===== src/rtl/pwr_sup_pkg.sv =====
package pwr_sup_pkg;

  localparam int unsigned NUM_REG = 5;
  localparam int unsigned IDX_A   = 0;
  localparam int unsigned IDX_B   = 1;
  localparam int unsigned IDX_C   = 2;
  localparam int unsigned IDX_D   = 3;
  localparam int unsigned IDX_E   = 4;

  localparam int unsigned NUM_CH  = 2;
  localparam int unsigned CH_PG   = 0;
  localparam int unsigned CH_RST  = 1;

  typedef enum logic [1:0] {
    MON_ALL = 2'b00,
    MON_E   = 2'b01,
    MON_C   = 2'b10,
    MON_D   = 2'b11
  } mon_sel_e;

  // Field order is fixed: bit 7 down to bit 0
  typedef struct packed {
    logic       pg_high_good;
    logic       rst_high_good;
    mon_sel_e   mon;
    logic [1:0] pg_code;
    logic [1:0] rst_code;
  } ctrl_t;

  // Power-good delay table
  function automatic int unsigned pg_delay_ticks(logic [1:0] code,
                                                 int unsigned lng,
                                                 int unsigned mid,
                                                 int unsigned sht);
    case (code)
      2'b00:   return lng;
      2'b01:   return mid;
      2'b10:   return sht;
      default: return 0;
    endcase
  endfunction

  // Reset delay table, middle codes swapped relative to power-good
  function automatic int unsigned rst_delay_ticks(logic [1:0] code,
                                                  int unsigned lng,
                                                  int unsigned mid,
                                                  int unsigned sht);
    case (code)
      2'b00:   return lng;
      2'b01:   return sht;
      2'b10:   return mid;
      default: return 0;
    endcase
  endfunction

  function automatic logic monitor_cond(mon_sel_e sel, logic [NUM_REG-1:0] good);
    case (sel)
      MON_ALL: return good[IDX_A] & good[IDX_C] & good[IDX_D] & good[IDX_E];
      MON_E:   return good[IDX_E];
      MON_C:   return good[IDX_C];
      default: return good[IDX_D];
    endcase
  endfunction

endpackage


===== src/rtl/pwr_sup_source.sv =====
module pwr_sup_source
  import pwr_sup_pkg::*;
(
  input  logic [NUM_REG-1:0] good,
  input  mon_sel_e           mon,
  output logic               pg_cond,
  output logic               rst_cond
);

  logic unused_b;

  assign pg_cond  = monitor_cond(mon, good);
  assign rst_cond = good[IDX_A];
  // Regulator B status is not a monitor source; its enable gates elsewhere
  assign unused_b = good[IDX_B];

endmodule


===== src/rtl/pwr_sup_qualifier.sv =====
module pwr_sup_qualifier #(
  parameter int unsigned MAX_CNT = 150,
  parameter int unsigned CW      = 8
) (
  input  logic          clk,
  input  logic          rst_n,
  input  logic          en,
  input  logic          cond,
  input  logic          tick,
  input  logic          restart,
  input  logic [CW-1:0] limit,
  output logic          good_o
);

  logic [CW-1:0] cnt_q;
  logic          good_q;

  // Named events for the checks
  logic held;
  logic count_done;

  assign held       = en & cond;
  assign count_done = (cnt_q >= limit);

  always_ff @(posedge clk or negedge rst_n) begin
    if (!rst_n) begin
      cnt_q  <= '0;
      good_q <= 1'b0;
    end else if (!held) begin
      cnt_q  <= '0;
      good_q <= 1'b0;
    end else if (!good_q) begin
      if (restart)         cnt_q  <= '0;
      else if (count_done) good_q <= 1'b1;
      else if (tick)       cnt_q  <= cnt_q + 1'b1;
    end
  end

  assign good_o = good_q;


  drop_chk: assert property (@(posedge clk) disable iff (!rst_n)
    !held |=> !good_q);


  rise_chk: assert property (@(posedge clk) disable iff (!rst_n)
    $rose(good_q) |-> $past(held && count_done && !restart));


  zero_delay_chk: assert property (@(posedge clk) disable iff (!rst_n)
    (held && !restart && limit == '0) |=> good_q);


  cnt_bound_chk: assert property (@(posedge clk) disable iff (!rst_n)
    cnt_q <= CW'(MAX_CNT));


  restart_chk: assert property (@(posedge clk) disable iff (!rst_n)
    (held && !good_q && restart) |=> (cnt_q == '0 && !good_q));

endmodule


===== src/rtl/pwr_sup_pin.sv =====
module pwr_sup_pin (
  input  logic good,
  input  logic active_high,
  output logic pin
);

  assign pin = active_high ? good : ~good;

endmodule


===== src/rtl/pwr_supervisor.sv =====
module pwr_supervisor
  import pwr_sup_pkg::*;
#(
  parameter int unsigned LONG_MS  = 150,
  parameter int unsigned MID_MS   = 100,
  parameter int unsigned SHORT_MS = 50
) (
  input  logic         clk,
  input  logic         rst_n,
  input  logic [4:0]   reg_good,
  input  logic         reg_b_en,
  input  logic [7:0]   ctrl_byte,
  input  logic         ms_tick,
  output logic         pg_pin,
  output logic         rst_pin
);

  localparam int unsigned CW = $clog2(LONG_MS + 1);

  ctrl_t        cfg;
  logic [7:0]   ctrl_q;
  logic         cfg_restart;

  logic [NUM_CH-1:0] ch_cond;
  logic [NUM_CH-1:0] ch_good;
  logic [NUM_CH-1:0] ch_pol;
  logic [NUM_CH-1:0] ch_pin;
  logic [CW-1:0]     ch_lim [NUM_CH];

  assign cfg = ctrl_t'(ctrl_byte);

  always_ff @(posedge clk or negedge rst_n) begin
    if (!rst_n) ctrl_q <= '0;
    else        ctrl_q <= ctrl_byte;
  end

  assign cfg_restart = (ctrl_q != ctrl_byte);

  pwr_sup_source u_src (
    .good     (reg_good),
    .mon      (cfg.mon),
    .pg_cond  (ch_cond[CH_PG]),
    .rst_cond (ch_cond[CH_RST])
  );

  assign ch_lim[CH_PG]  = CW'(pg_delay_ticks(cfg.pg_code, LONG_MS, MID_MS, SHORT_MS));
  assign ch_lim[CH_RST] = CW'(rst_delay_ticks(cfg.rst_code, LONG_MS, MID_MS, SHORT_MS));
  assign ch_pol[CH_PG]  = cfg.pg_high_good;
  assign ch_pol[CH_RST] = cfg.rst_high_good;

  for (genvar ch = 0; ch < NUM_CH; ch++) begin : g_ch
    pwr_sup_qualifier #(
      .MAX_CNT (LONG_MS),
      .CW      (CW)
    ) u_qual (
      .clk     (clk),
      .rst_n   (rst_n),
      .en      (reg_b_en),
      .cond    (ch_cond[ch]),
      .tick    (ms_tick),
      .restart (cfg_restart),
      .limit   (ch_lim[ch]),
      .good_o  (ch_good[ch])
    );

    pwr_sup_pin u_pin (
      .good        (ch_good[ch]),
      .active_high (ch_pol[ch]),
      .pin         (ch_pin[ch])
    );
  end

  assign pg_pin  = ch_pin[CH_PG];
  assign rst_pin = ch_pin[CH_RST];


  pg_hold_chk: assert property (@(posedge clk) disable iff (!rst_n)
    !reg_b_en |=> (pg_pin != ctrl_byte[7]));


  rst_hold_chk: assert property (@(posedge clk) disable iff (!rst_n)
    !reg_b_en |=> (rst_pin != ctrl_byte[6]));

endmodule


===== config.mk =====
export PLATFORM = sky130hd
export DESIGN_NAME = pwr_supervisor
export DESIGN_NICKNAME = d
export VERILOG_FILES = /design/src/rtl/pwr_sup_pkg.sv /design/src/rtl/pwr_sup_source.sv /design/src/rtl/pwr_sup_qualifier.sv /design/src/rtl/pwr_sup_pin.sv /design/src/rtl/pwr_supervisor.sv
export SDC_FILE = /design/constraint.sdc
export NUM_CORES = 1
export LEC_CHECK = 0
export BUFFER_PORTS_ARGS = -buffer_cell sky130_fd_sc_hd__buf_2
export CORE_UTILIZATION = 28
export CTS_BUF_LIST = sky130_fd_sc_hd__clkbuf_4
export CTS_CLUSTER_DIAMETER = 100
export DETAILED_ROUTE_END_ITERATION = 7
export HOLD_SLACK_MARGIN = 0.1
export PLACE_DENSITY_LB_ADDON = 0.12
export SKIP_CTS_REPAIR_TIMING = 1
export SYNTH_ARGS = -nofsm -noshare
export SYNTH_HDL_FRONTEND = slang
export SYNTH_HIERARCHICAL = 1
export SYNTH_SLANG_ARGS = --single-unit

===== constraint.sdc =====
create_clock -name clk -period 3.3 [get_ports clk]
set_input_delay 0.825 -clock clk [delete_from_list [all_inputs] [get_ports clk]]
set_output_delay 0.825 -clock clk [all_outputs]
set_load 0.02 [all_outputs]

==> results of run 1 <==
[synth_stat cells (3+ instances only)]
master	instances	share of area [%]
a31oi_1	4	1.2
a32oi_1	4	1.7
a41o_1	6	2.9
buf_4	3	1.1
dfrtp_1	26	32
ha_1	27	16
inv_1	23	4.2
nand2_1	27	4.9
nand3_1	10	2.4
nand3b_1	3	1.1
nand4_1	7	2.1
nor2_1	10	1.8
nor4_1	6	1.8
o211ai_1	6	2.2
o311ai_0	4	1.7
or4_1	6	2.2
xor2_1	8	3.4
[per-stage QoR]
| step | std cells | instance area, µm² | worst slack, ns | power [mW] |
|---|---|---|---|---|
| after CTS | 333 | 2300 | 0.562 | 0.661 |
| after global placement | 329 | 2250 | 0.245 | 0.429 |
| after global routing | 333 | 2300 | 0.370 | 0.683 |
| final | 333 | 2300 | 0.557 | 0.648 |
| after detailed placement | 329 | 2250 | 0.197 | 0.429 |
| after floorplan | 219 | 2070 | 0.584 | 0.391 |
[flip-flops by register name, indices dropped and copies added (netlist names)]
register / flops
ctrl_q: 8
g_ch.u_qual/good_o: 2
g_ch.u_qual/cnt_q: 16
[report_power, final]
part	total, mW	internal, mW	switching [mW]
registers	0.326	0.324	0.00200
clock network	0.226	0.123	0.104
logic	0.0957	0.0381	0.0575
total	0.648	0.485	0.163
[metal layers]
layer,wire [µm],up-vias,GRT usage [%]
met4,48,0,4.02
met3,204,4,1.89
li1,-,845,-
met5,0,-,0
met2,1930,38,19.0
met1,2400,781,19.1
[placed cells by master, fill, tap and decap left out, drive strengths merged, types with 2 or more instances in the layout]
cell type,count
o21ai,2
dfrtp,26
and3b,2
a21o,2
nand3b,3
nand2,27
conb,4
o311ai,4
a41oi,2
a41o,6
clkbuf,3
ha,27
inv,23
or3,2
and3,2
o31ai,2
xnor2,2
o21a,2
a21oi,2
o211ai,7
nor3,2
a31o,2
buf,17
or4,6
xor2,8
a32oi,4
a31oi,4
nand4,7
nand2b,4
nor2,10
nor4,6
nand3,10
o31a,2
a2111oi,2
[cell type report]
class	instances	area [µm²]	share of cell area [%]
inverters	23	86.3	3.75
multi-input cells	167	1310	56.8
repair buffers	17	85.1	3.69
well taps	96	120	5.21
flip-flops and latches	26	651	28.2
clock buffers	3	22.5	0.977
clock inverters	1	30.0	1.30
[final timing paths]
path                                    startpoint                 endpoint  slack (ns)  cells past startpoint
max                                   ctrl_byte[3]  g_ch[0].u_qual/cnt_q[3]        0.56                     11
min                                          rst_n                ctrl_q[7]        0.49                      1
max reg2reg                              ctrl_q[2]  g_ch[0].u_qual/cnt_q[3]        0.95                      7
min reg2reg                g_ch[1].u_qual/cnt_q[7]  g_ch[1].u_qual/cnt_q[7]        0.56                      2
max in group asynchronous                    rst_n    g_ch[0].u_qual/good_o        2.42                      1
min in group clk           g_ch[1].u_qual/cnt_q[7]  g_ch[1].u_qual/cnt_q[7]        0.56                      2
[cell families (layout without fill, tap and decap cells)]
| logic type | after synthesis | in the layout | share of synthesized area [%] |
|---|---|---|---|
| mux | 1 | 1 | 0.486 |
| other cells | 1 | 4 | 0.182 |
| xor+xnor | 10 | 10 | 4.26 |
| buf+inv | 26 | 44 | 5.29 |
| fa+ha+maj | 27 | 27 | 16.4 |
| flops | 26 | 26 | 31.6 |
| simple gates | 82 | 82 | 21.3 |
| compound gates | 43 | 43 | 20.4 |
[critical path, cell delays in order]
cell and delay [ns]:
buf_2 0.13, inv_1 0.11, ha_1 0.20, nor2_1 0.06, nor2_1 0.14, inv_1 0.06
ha_1 0.32, a2111oi_4 0.37, o31ai_2 0.19, or4_1 0.52, nand3_1 0.09
==> flow_metrics.py, run 1 <==
metrics = {
    "outcome": {
        "run_status": "completed",
    },
    "clock_network": {
        "cts_buffer_depth": 2,
        "cts_root_buf": "clkbuf_4",
        "clock_latency_ns": 0.33,
        "clkTransAtPathRegs_ns": 0.15,
        "clock-sinks": 26,
        "cts_inserted_buffers": 3,
        "cts_htree_levels": 1,
        "cts_tree": "built",
    },
    "sta": {
        "setup_tns_ns": 0,
        "slew_viol_final": 0,
        "finalCriticalPeriod_ns": 2.74,
        "setup_viol": 0,
        "rsz0062_at_grt": "no",
        "max_slew.worst_pin.slew_ns": 0.625,
        "slew-limit-headroom_pct": 58.3,
        "final_hold_viol_count": 0,
        "hold_ws_ns": 0.486,
        "finalCritPeriodShare_pct": 83.1,
        "fin_worst_skew_ns": 0.00155,
        "fmax_mhz": 365,
    },
    "grt": {
        "grt_usage_pct": 12.9,
        "grt_pass1_wl_um": 7590,
        "overflow": 0,
        "grt_pass1_vias": 1525,
        "antenna_found_initial": 0,
        "grt_max_degree": 27,
    },
    "layout": {
        "area_growth_pct": 12.0,
        "antenna_cells": 0,
        "fillCellCount": 736,
        "layout-drive-gt1-share_pct": 15.6,
        "fin_nets": 282,
        "fin_util_pct": 33.2,
    },
    "run": {
        "cap_violations": 0,
    },
    "floorplanning": {
        "core_area_um2": 6940,
        "rows": 30,
        "pin_count": 19,
        "die_y_um": 87.7,
        "initial_core_util_pct": 29.6,
        "die_area_um2": 7700,
        "die_width_um": 87.7,
    },
    "critical_path": {
        "arrival_ns": 3.02,
        "critPathLaunchType": "primary input",
        "crit_type": "in2reg",
        "critPathCaptureType": "flop",
        "cp_max_fo": 8,
        "cp.required_ns": 3.58,
    },
    "detailed_routing": {
        "first_pass_iters": 4,
        "postRouteWirelength_um": 4580,
        "vias": 1668,
        "routedWlPerCell_um": 13.8,
        "avgViaCountPerCell": 5.01,
        "drc": 0,
        "drt-initial-drc-count": 129,
        "drtAntennaViolNets": 0,
    },
    "power": {
        "vdd_ir_drop_max_uv": 115,
        "power_density_nw_per_um2": 281,
        "power_leakage_nw": 1.14,
    },
    "place": {
        "place_hpwl_um": 3610,
        "place_congestion": 0.756,
        "port_buffers": 17,
    },
    "synth": {
        "synthCells": 216,
        "ys_async_sr_fraction_pct": 100,
        "synth_edf_count": 0,
        "yosysSeqAreaShare_pct": 31.6,
        "ys_warn_count": 6,
        "synth_seq_cells": 26,
        "ys_types": 37,
        "avgSynthCellArea_um2": 9.53,
        "synthFlopType": "dfrtp_1",
        "syn_area_um2": 2060,
    },
    "hold_path": {
        "min_path_type": "in2async",
    },
}
(Power assumes the default switching activity.)
==> run 2, diff against run 1 <==
--- a/config.mk
+++ b/config.mk
@@ -5,6 +5,7 @@
 export SDC_FILE = /design/constraint.sdc
 export NUM_CORES = 1
 export LEC_CHECK = 0
+export ABC_AREA = 1
 export BUFFER_PORTS_ARGS = -buffer_cell sky130_fd_sc_hd__buf_2
 export CORE_UTILIZATION = 28
 export CTS_BUF_LIST = sky130_fd_sc_hd__clkbuf_4
==> constraint.sdc (replaced) <==
create_clock -name clk -period 2.7 [get_ports clk]
set_input_delay 0.675 -clock clk [delete_from_list [all_inputs] [get_ports clk]]
set_output_delay 0.675 -clock clk [all_outputs]
set_load 0.02 [all_outputs]
==> flow_metrics.py, run 2 <==
metrics = {
    "outcome": {
        "run_status": "completed",
    },
    "synth": {
        "synth_top_area_share_pct": 30.8,
        "synthAdderAreaFrac_pct": 16.0,
        "synth_compound_area_share_pct": 4.39,
        "synthSimpleGateAreaFrac_pct": 35.1,
        "synth_xor_area_share_pct": 2.91,
        "yosysMostFrequentCell": "nand2_1",
        "ys_types": 20,
        "avgSynthCellArea_um2": 6.99,
        "muxShareOfSynthArea_pct": 0,
        "yosysSeqAreaShare_pct": 30.8,
        "yosys.area.top_type": "dfrtp_1",
        "synthCells": 302,
        "synth_top_cells_by_area": "dfrtp_1, nand2_1, ha_1",
        "ys_async_sr_fraction_pct": 100,
        "synthFlopType": "dfrtp_1",
        "synth_edf_count": 0,
        "synth_top_family_by_area": "simple AND/OR/NAND/NOR gates",
        "synthTopCellsByCount": "nand2_1, inv_1, nor2_1",
        "ys_warn_count": 6,
        "synth_seq_cells": 26,
        "syn_area_um2": 2110,
    },
    "clock_network": {
        "cts_inserted_buffers": 3,
        "clock_latency_ns": 0.33,
        "cts_buffer_depth": 2,
        "clkTransAtPathRegs_ns": 0.16,
        "cts_root_buf": "clkbuf_4",
        "cts_htree_levels": 1,
        "clock-sinks": 26,
        "cts_tree": "built",
    },
    "power": {
        "power.internal_mw": 0.584,
        "combPwrFrac_pct": 13.1,
        "vdd_ir_drop_max_uv": 172,
        "seq_power_share_pct": 51.7,
        "power_density_nw_per_um2": 320,
        "clkPwrFrac_pct": 35.3,
        "sw_frac_of_total_pct": 24.2,
        "power.switching_mw": 0.186,
        "power_leakage_nw": 1.35,
    },
    "sta": {
        "fin_worst_skew_ns": 0.0116,
        "max_slew.worst_pin.slew_ns": 0.649,
        "fmax_mhz": 448,
        "setup_viol": 0,
        "setup_ws_ns": 0.469,
        "finalCriticalPeriod_ns": 2.23,
        "final_hold_viol_count": 0,
        "slew_viol_final": 0,
        "finalCritPeriodShare_pct": 82.6,
        "slew-limit-headroom_pct": 56.8,
        "rsz0062_at_grt": "no",
        "hold_ws_ns": 0.339,
        "setup_tns_ns": 0,
    },
    "critical_path": {
        "r2r_setup_slack_ns": 0.72,
        "slowest_delay_ns": 0.29,
        "cp_top_family": "simple AND/OR/NAND/NOR gates",
        "critical_path_buf_inv_count": 5,
        "cp.required_ns": 2.97,
        "crit_type": "in2reg",
        "cp_max_fo": 6,
        "rr_endpoint": "g_ch[0].u_qual/cnt_q[6]",
        "r2r_cells": 10,
        "arrival_ns": 2.50,
        "critPathLaunchType": "primary input",
        "critical-path-slowest-cell": "or2_2",
        "cp_cell_sequence": "buf_2, inv_1, ha_1, or2_2, inv_1, ha_1, nand2_1, inv_1, nand2_1, nand2_1, nand2_1, nand3_1, nand2_1, buf_4, nand4_1, nand2_1",
        "r2r_start": "ctrl_q[2]",
        "critPathCaptureType": "flop",
        "crit_top_cell": "nand2_1",
    },
    "place": {
        "place_hpwl_um": 3500,
        "pre_cts_ws_ns": 0.103,
        "place_congestion": 0.696,
        "numPlacedInstances": 424,
        "port_buffers": 17,
    },
    "detailed_routing": {
        "met1_length_um": 2190,
        "routedWlPerCell_um": 10.4,
        "postRouteWirelength_um": 4470,
        "drtAntennaViolNets": 0,
        "first_pass_iters": 4,
        "met3WireLength_um": 59,
        "drc": 0,
        "vias": 1821,
        "drt-initial-drc-count": 60,
        "highest_layer": "met4",
        "avgViaCountPerCell": 4.25,
        "met2WireLength_um": 2190,
    },
    "run": {
        "cap_violations": 0,
    },
    "grt": {
        "antenna_found_initial": 0,
        "grt_pass1_vias": 1615,
        "overflow": 0,
        "grt_usage_pct": 12.6,
        "grt_max_degree": 27,
        "grt_pass1_wl_um": 7650,
    },
    "layout": {
        "final_common_cell": "nand2_1",
        "top_register": "g_ch.u_qual/cnt_q",
        "fin_util_pct": 33.2,
        "antenna_cells": 0,
        "largest_register_ffs": 16,
        "layout_common_cells": "nand2_1, inv_1, nor2_1",
        "layout-drive-gt1-share_pct": 10.6,
        "area_growth_pct": 14.2,
        "instances_no_fill": 428,
        "fin_nets": 374,
    },
    "floorplanning": {
        "core_area_um2": 7250,
        "initial_core_util_pct": 29.1,
        "die_y_um": 88.8,
        "pin_count": 19,
        "die_width_um": 88.8,
        "die_area_um2": 7890,
        "rows": 31,
    },
    "hold_path": {
        "min_path_type": "in2async",
    },
}
-- run 2: changes by cell type in the layout (fill, tap and decap cells not counted), sizes merged, moves of 5 or more --
cell,before,now
xor2,8,0
xnor2,2,7
nor2,10,37
nand2,27,92
nor4,6,0
a41o,6,0
buf,17,23
a21oi,2,9
inv,23,55
o211ai,7,0
nand4,7,20
or4,6,0
-- run 2: worst reg2reg max path: cells and delay by family (launching register included) --
| kind | cells | cell delay, ns |
|---|---|---|
| simple gates | 8 | 1.32 |
| flops | 1 | 0.40 |
| xor+xnor | 1 | 0.16 |
| buf+inv | 1 | 0.06 |
-- run 2: power groups by stage --
stage	combinational, mW	clock [mW]	sequential, mW
floorplan	0.0637	0	0.405
global placement	0.102	0	0.405
detailed placement	0.104	0	0.406
CTS	0.104	0.287	0.398
global route	0.119	0.302	0.399
finish	0.101	0.272	0.398
-- run 2: routing by layer --
metal	global-route usage, %	up-vias
met2	21.6	7
met3	1.40	2
met5	0	-
met1	16.7	818
li1	-	994
met4	3.96	0
-- run 2: cell families after synthesis --
family                     Yosys count
adders and majority gates           27
and+or+nand+nor                    166
DFF                                 26
buffers and inverters               58
other                                1
xor gates and xnor gates             7
AOI/OAI and AO/OA                   17
-- run 2: area by class of cell --
| type | instances | area [µm²] |
|---|---|---|
| timing repair buffer | 23 | 130 |
| clock buffer | 3 | 22.5 |
| tap | 99 | 124 |
| multi-input combinational | 221 | 1250 |
| fill | 824 | 4840 |
| sequential | 26 | 651 |
| clock inverter | 1 | 30.0 |
| inverter | 55 | 206 |
-- run 2: worst max path at each step --
stage / startpoint / end / slack [ns] / cells after the start
2_1_floorplan: ctrl_byte[0] / g_ch[1].u_qual/cnt_q[0] / 0.35 / 15
3_3_place_gp: ctrl_byte[0] / g_ch[1].u_qual/cnt_q[1] / 0.1 / 16
5_1_grt: ctrl_byte[0] / g_ch[1].u_qual/cnt_q[1] / 0.23 / 16
6_report: ctrl_byte[0] / g_ch[1].u_qual/cnt_q[6] / 0.47 / 16
4_1_cts: ctrl_byte[0] / g_ch[1].u_qual/cnt_q[6] / 0.46 / 16
3_5_place_dp: ctrl_byte[0] / g_ch[1].u_qual/cnt_q[6] / 0.10 / 16
-- run 2: stage by stage --
stage          power, mW  cell area [µm²]
5_1_grt            0.820             2410
3_3_place_gp       0.508             2360
6_report           0.771             2410
2_1_floorplan      0.469             2120
3_5_place_dp       0.509             2360
4_1_cts            0.789             2410
==> run 3, diff against run 2 <==
--- a/config.mk
+++ b/config.mk
@@ -5,7 +5,7 @@
 export SDC_FILE = /design/constraint.sdc
 export NUM_CORES = 1
 export LEC_CHECK = 0
-export ABC_AREA = 1
+export ABC_AREA = 0
 export BUFFER_PORTS_ARGS = -buffer_cell sky130_fd_sc_hd__buf_2
 export CORE_UTILIZATION = 28
 export CTS_BUF_LIST = sky130_fd_sc_hd__clkbuf_4
==> constraint.sdc (replaced) <==
create_clock -name clk -period 1.85 [get_ports clk]
set_input_delay 0.4625 -clock clk [delete_from_list [all_inputs] [get_ports clk]]
set_output_delay 0.4625 -clock clk [all_outputs]
set_load 0.02 [all_outputs]
==> flow_metrics.py, run 3 (synthesis results as in run 1) <==
metrics = {
    "outcome": {
        "run_status": "complete, but fails checks",
        "violations": "setup timing",
    },
    "critical_path": {
        "critPathCaptureType": "flop",
        "crit_type": "in2reg",
        "r2r_start": "ctrl_q[1]",
        "cp.required_ns": 2.12,
        "r2r_setup_slack_ns": -0.21,
        "r2r_cells": 7,
        "critPathLaunchType": "primary input",
        "arrival_ns": 2.40,
        "rr_endpoint": "g_ch[0].u_qual/cnt_q[3]",
        "cp_max_fo": 8,
    },
    "grt": {
        "overflow": 0,
        "grt_max_degree": 27,
        "antenna_found_initial": 0,
        "grt_pass1_wl_um": 7910,
        "grt_usage_pct": 13.4,
        "grt_pass1_vias": 1731,
    },
    "floorplanning": {
        "pin_count": 19,
        "initial_core_util_pct": 29.6,
        "die_width_um": 87.7,
        "die_y_um": 87.7,
        "core_area_um2": 6940,
        "rows": 30,
        "die_area_um2": 7700,
    },
    "detailed_routing": {
        "drt-initial-drc-count": 135,
        "postRouteWirelength_um": 4930,
        "routedWlPerCell_um": 13.0,
        "drtAntennaViolNets": 0,
        "first_pass_iters": 4,
        "avgViaCountPerCell": 4.72,
        "drc": 0,
        "vias": 1793,
    },
    "power": {
        "vdd_ir_drop_max_uv": 427,
        "total_power_mw": 1.26,
        "power_leakage_nw": 1.43,
        "power_density_nw_per_um2": 410,
    },
    "sta": {
        "final_hold_viol_count": 0,
        "fmax_mhz": 469,
        "rsz0062_at_grt": "yes",
        "hold_ws_ns": 0.127,
        "slew_viol_final": 0,
        "setup_ws_ns": -0.280,
        "fin_worst_skew_ns": 0.00558,
        "max_slew.worst_pin.slew_ns": 0.614,
        "setup_viol": 16,
        "finalCritPeriodShare_pct": 115,
        "finalCriticalPeriod_ns": 2.13,
        "slew-limit-headroom_pct": 59.0,
    },
    "layout": {
        "final_common_cell": "buf_4",
        "top_register": "g_ch.u_qual/cnt_q",
        "fin_nets": 329,
        "fin_util_pct": 44.2,
        "largest_register_ffs": 16,
        "layout-drive-gt1-share_pct": 45.4,
        "fin_area_um2": 3070,
        "antenna_cells": 0,
        "instances_no_fill": 380,
        "layout_common_cells": "buf_4, nand2_1, dfrtp_1",
        "area_growth_pct": 49.1,
    },
    "clock_network": {
        "cts_htree_levels": 1,
        "cts_root_buf": "clkbuf_4",
        "cts_buffer_depth": 2,
        "cts_inserted_buffers": 3,
        "cts_tree": "built",
        "clock_latency_ns": 0.32,
        "clock-sinks": 26,
        "clkTransAtPathRegs_ns": 0.15,
    },
    "place": {
        "place_area_um2": 2730,
        "place_congestion": 0.814,
        "numPlacedInstances": 372,
        "port_buffers": 17,
        "place_hpwl_um": 3840,
    },
    "hold_path": {
        "min_path_type": "in2async",
    },
    "run": {
        "cap_violations": 0,
    },
}
[run 3: cell count changes in the layout (fill, tap and decap cells not counted), moves of 11 or more]
cell | before | now
nor2_1 | 35 | 1
inv_1 | 52 | 12
ha_4 | 0 | 11
ha_1 | 27 | 12
nand4_1 | 20 | 7
buf_4 | 6 | 43
nand2_1 | 92 | 27
[run 3: how the worst max path moves through the flow]
stage                       from                      end  slack, ns
global placement    ctrl_byte[1]  g_ch[1].u_qual/cnt_q[2]      -0.78
CTS                 ctrl_byte[1]  g_ch[1].u_qual/cnt_q[2]      -0.47
detailed placement  ctrl_byte[1]  g_ch[1].u_qual/cnt_q[2]      -0.82
global route        ctrl_byte[1]  g_ch[1].u_qual/cnt_q[2]      -0.31
finish              ctrl_byte[0]  g_ch[1].u_qual/cnt_q[2]      -0.28
floorplan           ctrl_byte[3]  g_ch[0].u_qual/cnt_q[2]      -0.38
[run 3: layout make-up]
type	instances	area (µm²)
clock buffer	3	22.5
clock inverter	1	30.0
fill	662	3880
inverter	23	136
multi-input combinational	167	1610
sequential	26	651
tap	96	120
timing repair buffer	64	499
[run 3: stage by stage]
| stage | TNS (ns) | worst slack [ns] |
|---|---|---|
| after floorplan | -4.74 | -0.382 |
| after global placement | -12.25 | -0.777 |
| after detailed placement | -12.87 | -0.825 |
| after CTS | -6.26 | -0.469 |
| after global routing | -3.32 | -0.307 |
| final | -2.56 | -0.280 |
[run 3: routing by layer]
metal  share of wire [%]  wire length, µm  vias to the layer above  GRT usage (%)
met1                  54             2680                      827           18.8
met4                0.87               43                        0           3.13
met5                   0                0                        -              0
met2                  42             2100                       22           21.1
li1                    -                -                      942              -
met3                 2.2              109                        2           2.64
[run 3: where the power goes]
part           switching (mW)  internal [mW]  total (mW)
combinational           0.146          0.134       0.280
clock                   0.178          0.219       0.397
sequential            0.00386          0.577       0.581
total                   0.328          0.931        1.26
[run 3: worst max-delay path: stages]
cell	delay, ns
buf_6	0.11
inv_6	0.04
ha_4	0.16
or2_4	0.25
inv_2	0.06
ha_2	0.25
o21a_1	0.21
nor2_4	0.13
o31ai_4	0.10
or4_1	0.54
nand3_1	0.08
